$ cat config.mk
export PLATFORM = sky130hd
export DESIGN_NAME = dual_pulse_counter
export DESIGN_NICKNAME = d
export VERILOG_FILES = /design/src/rtl/dual_pulse_counter_pkg.sv /design/src/rtl/pulse_edge_sync.sv /design/src/rtl/count_core.sv /design/src/rtl/term_detect.sv /design/src/rtl/dual_pulse_counter.sv
export SDC_FILE = /design/constraint.sdc
export NUM_CORES = 1
export LEC_CHECK = 0
export BUFFER_PORTS_ARGS = -buffer_cell sky130_fd_sc_hd__buf_2
export CORE_AREA = 3 3 40 42
export DETAILED_ROUTE_END_ITERATION = 10
export DIE_AREA = 0 0 43 45
export SYNTH_ARGS = -nofsm -noshare
export SYNTH_HDL_FRONTEND = slang
export SYNTH_SLANG_ARGS = --single-unit
export TNS_END_PERCENT = 20
$ cat constraint.sdc
create_clock -name clk -period 3.2 [get_ports clk]
set_clock_uncertainty 0.05 [all_clocks]
set_input_delay 0.64 -clock clk [delete_from_list [all_inputs] [get_ports clk]]
set_output_delay 0.64 -clock clk [all_outputs]
set_load 0.05 [all_outputs]
$ cat src/rtl/dual_pulse_counter_pkg.sv
package dual_pulse_counter_pkg;

  typedef enum logic [1:0] {
    STEP_HOLD = 2'd0,
    STEP_INC  = 2'd1,
    STEP_DEC  = 2'd2
  } step_e;

  // Opposing requests cancel; a lone request selects its direction.
  function automatic step_e decode_step(input logic inc, input logic dec);
    if (inc && !dec) return STEP_INC;
    if (dec && !inc) return STEP_DEC;
    return STEP_HOLD;
  endfunction

endpackage

$ cat src/rtl/pulse_edge_sync.sv
module pulse_edge_sync #(
  parameter int STAGES = 2
) (
  input  logic clk,
  input  logic rst,
  input  logic pin,
  output logic level,
  output logic rise
);
  localparam int LAST = STAGES;

  // Stages 0..STAGES-1 are the synchronizer; stage STAGES holds the previous level.
  logic [LAST:0] sh;

  always_ff @(posedge clk or posedge rst) begin
    if (rst) sh <= '0;
    else     sh <= {sh[LAST-1:0], pin};
  end

  assign level = sh[LAST-1];
  assign rise  = sh[LAST-1] & ~sh[LAST];
endmodule

$ cat src/rtl/count_core.sv
module count_core
  import dual_pulse_counter_pkg::*;
#(
  parameter int WIDTH = 4
) (
  input  logic             clk,
  input  logic             rst,
  input  logic             load_n,
  input  logic [WIDTH-1:0] data,
  input  logic             inc,
  input  logic             dec,
  output logic [WIDTH-1:0] cnt
);
  localparam logic [WIDTH-1:0] ONE = WIDTH'(1);

  step_e step;
  assign step = decode_step(inc, dec);

  always_ff @(posedge clk or posedge rst) begin
    if (rst)          cnt <= '0;
    else if (!load_n) cnt <= data;
    else begin
      case (step)
        STEP_INC: cnt <= cnt + ONE;
        STEP_DEC: cnt <= cnt - ONE;
        default:  cnt <= cnt;
      endcase
    end
  end
endmodule

$ cat src/rtl/term_detect.sv
module term_detect #(
  parameter int WIDTH = 4
) (
  input  logic [WIDTH-1:0] cnt,
  input  logic             up_lvl,
  input  logic             dn_lvl,
  output logic             carry_n,
  output logic             borrow_n
);
  localparam logic [WIDTH-1:0] TOP = '1;
  localparam logic [WIDTH-1:0] BOT = '0;

  assign carry_n  = ~((cnt == TOP) & ~up_lvl);
  assign borrow_n = ~((cnt == BOT) & ~dn_lvl);
endmodule

$ cat src/rtl/dual_pulse_counter.sv
module dual_pulse_counter #(
  parameter int WIDTH       = 4,
  parameter int SYNC_STAGES = 2
) (
  input  logic             clk,
  input  logic             mreset,
  input  logic             load_n,
  input  logic [WIDTH-1:0] data,
  input  logic             up,
  input  logic             down,
  output logic [WIDTH-1:0] count,
  output logic             carry_n,
  output logic             borrow_n
);
  localparam int NPULSE = 2;

  logic [NPULSE-1:0] pins, lvls, rises;
  assign pins = {down, up};

  genvar gi;
  generate
    for (gi = 0; gi < NPULSE; gi++) begin : g_sync
      pulse_edge_sync #(.STAGES(SYNC_STAGES)) u_sync (
        .clk   (clk),
        .rst   (mreset),
        .pin   (pins[gi]),
        .level (lvls[gi]),
        .rise  (rises[gi])
      );
    end
  endgenerate

  count_core #(.WIDTH(WIDTH)) u_core (
    .clk    (clk),
    .rst    (mreset),
    .load_n (load_n),
    .data   (data),
    .inc    (rises[0]),
    .dec    (rises[1]),
    .cnt    (count)
  );

  term_detect #(.WIDTH(WIDTH)) u_term (
    .cnt      (count),
    .up_lvl   (lvls[0]),
    .dn_lvl   (lvls[1]),
    .carry_n  (carry_n),
    .borrow_n (borrow_n)
  );
endmodule

==> results.yml <==
run_status:
  status: "completed"
yosys:
  synth_edf_count: 0
  yosysUniqueCellTypes: 27
  ys_seq_elements: 10
  netlist_area_um2: 493
  synth_area_leaders: "dfrtp_1 (51%), xnor2_1 (3.6%), nand3b_1 (3.0%)"
  synth_warnings: 0
  postSynthCellCount: 44
  yosysSeqAreaShare: 0.508
  synth_top_cell_by_area: "dfrtp_1"
  synth.most_common_cell: "dfrtp_1"
  ys.flop_type: "dfrtp_1"
  async_flop_share: 1.00
  syn_avg_cell_area_um2: 11.2
  synth_top_area_share: 0.508
  synthesis.nets: 54
  synth_common_cells: "dfrtp_1 (10), inv_1 (3), nand2_1 (3)"
cts:
  post_cts_buffers: 0
  cts_tree: "yes"
  path_clk_slew_ns: 0.06
  cts_sinks: 10
  cts_root_buf: "clkbuf_4"
  cts_buffers: 3
  cts-htree-levels: 1
  cts.repair.resized: 0
  clockBufferDepth: 2
  holdBufCountCts: 0
  clk_latency_ns: 0.25
critical_path:
  endpoint: "borrow_n"
  cpPeakStageDelay_ns: 0.41
  cp_slowest_cell: "dfrtp_1"
  path_cells: "or3_1 -> or3_2 -> buf_2"
  cp-start-kind: "flop"
  critPathBufInv: 1
  critPathRequiredTime_ns: 2.51
  rrSetupSlack_ns: 1.33
  worst-path-stages: 3
  r2r_start: "g_sync[1].u_sync.sh[1]"
  crit_fanout: 5
  regToRegEndpoint: "u_core.cnt[2]"
  path_class: "flop to output pin"
  cp_top_family: "simple AND/OR/NAND/NOR gates"
  end_kind: "output pin"
  setup.worst_path.start: "u_core.cnt[2]"
  arrival_ns: 1.70
  r2r_cells: 7
routing:
  routed_wl_um: 914
  drt-pass1-iter-count: 4
  wire_per_inst_um: 12.2
  drt-initial-drc-count: 6
  antenna_left: 0
  avgViaCountPerCell: 4.99
  vias: 374
  drcViolationCount: 0
grt:
  grt_max_degree: 11
  grt_use_total: 0.104
  grt_antenna_before_repair: 0
  overflow: 0
  grt_pass1_vias: 379
  grt_pass1_wl_um: 1460
sta:
  worst_slew_pin_slew_ns: 0.427
  fin_tns_setup_ns: 0
  max_clock_freq_mhz: 419
  period_needed_ns: 2.39
  fin_hold_ws_ns: 0.294
  slew_headroom: 0.713
  finalHoldViolations: 0
  drv_slew: 0
  finalCritPeriodShare: 0.746
  setup_violations: 0
  rsz0062_at_grt: "no"
floorplanning:
  rows: 13
  die_h_um: 45
  initial_utilization: 0.384
  ios: 15
  die_w_um: 43
  core_area_um2: 1280
  die_area_um2: 1940
cells_and_area:
  diodes: 0
  final_nets: 72
  design_area_um2: 601
  regArea_um2: 250
  fillers: 128
  drive_gt1_frac: 0.383
  multi_input_area_um2: 228
  areaGrowthSynthToFinish_pct: 21.8
placement:
  port_buffers: 14
  hpwlAfterDp_um: 750
  placed_area_um2: 578
  finalWeightedCongestion: 0.742
power_and_ir_drop:
  fin_total_pwr_mw: 0.334
  leakagePower_nw: 0.286
  peakVddDrop_mv: 0.322
  powerDensity_nw_per_um2: 556
job:
  max_cap_violations: 0
min_path:
  hp-class: "input port to async pin"
==> layout by cell type, fill, tap and decap left out <==
cell type  count
buf_2         14
dfrtp_1       10
nand2_1        3
inv_1          3
clkbuf_4       3
a31oi_1        2
nand3b_1       2
xnor2_1        2
or3_1          2
and2b_1        1
nand2b_1       1
nor4_1         1
o221a_2        1
nand2b_4       1
nor2b_2        1
and3_1         1
or3_2          1
xor2_1         1
mux2_2         1
nor3_2         1
a21boi_1       1
o2111a_1       1
nor3_1         1
o22ai_1        1
mux2i_1        1
nor2_1         1
a21oi_1        1
ha_1           1
==> cell families after synthesis <==
family | count (synthesis) | share of synthesized area
adders and majority gates | 1 | 0.0254
muxes | 2 | 0.0431
DFF | 10 | 0.508
AOI/OAI and AO/OA | 7 | 0.109
buffers and inverters | 4 | 0.0304
and+or+nand+nor | 17 | 0.231
xor gates and xnor gates | 3 | 0.0533
==> layer usage <==
metal,wire length (um),up-vias,share of wire,global-route usage
met3,47,2,0.051,0.0120
li1,-,194,-,-
met1,401,168,0.44,0.115
met5,0,-,0,0
met2,452,10,0.49,0.177
met4,12,0,0.013,0.0904
==> power breakdown <==
group | switching [mW] | total, mW | leakage (nW) | internal [mW]
Clock | 0.0346 | 0.0776 | 0.0138 | 0.0430
Sequential | 0.0140 | 0.153 | 0.116 | 0.139
Combinational | 0.0672 | 0.103 | 0.157 | 0.0355
==> worst min-delay path by stage <==
| stage | endpoint | slack (ns) | cells past startpoint |
|---|---|---|---|
| 2_1_floorplan | g_sync[0].u_sync.sh[1] | 0.28 | 0 |
| 3_3_place_gp | g_sync[0].u_sync.sh[1] | 0.29 | 0 |
| 3_5_place_dp | g_sync[0].u_sync.sh[1] | 0.30 | 0 |
| 4_1_cts | g_sync[1].u_sync.sh[0] | 0.30 | 2 |
| 5_1_grt | g_sync[0].u_sync.sh[1] | 0.31 | 0 |
| 6_report | g_sync[1].u_sync.sh[1] | 0.29 | 2 |
==> flip-flops by register name (all words and copies together), names as in the netlist <==
signal            cells
g_sync.u_sync.sh      6
u_core.cnt            4
==> metrics by stage <==
stage	util	std cells	setup slack, ns
floorplan	-	44	0.911
global placement	0.450	72	1.10
detailed placement	0.450	72	1.08
CTS	0.467	75	0.795
global route	0.467	75	0.751
finish	0.467	75	0.813
==> final cells by class <==
type                    count  share of cell area
clock buffers               3              0.0375
inverters                   3              0.0188
multi-input cells          30               0.379
flip-flops and latches     10               0.417
well taps                  15              0.0313
repair buffers             14               0.117
==> worst register-to-register path, cell delays in order (launching register included) <==
cell and delay (ns):
dfrtp_1 0.38, nor2b_2 0.22, nand2_1 0.09, xnor2_1 0.13, ha_1 0.21, nor4_1 0.33, a31oi_1 0.08, o221a_2 0.26
No activity file was read; power rests on OpenSTA's default activity.
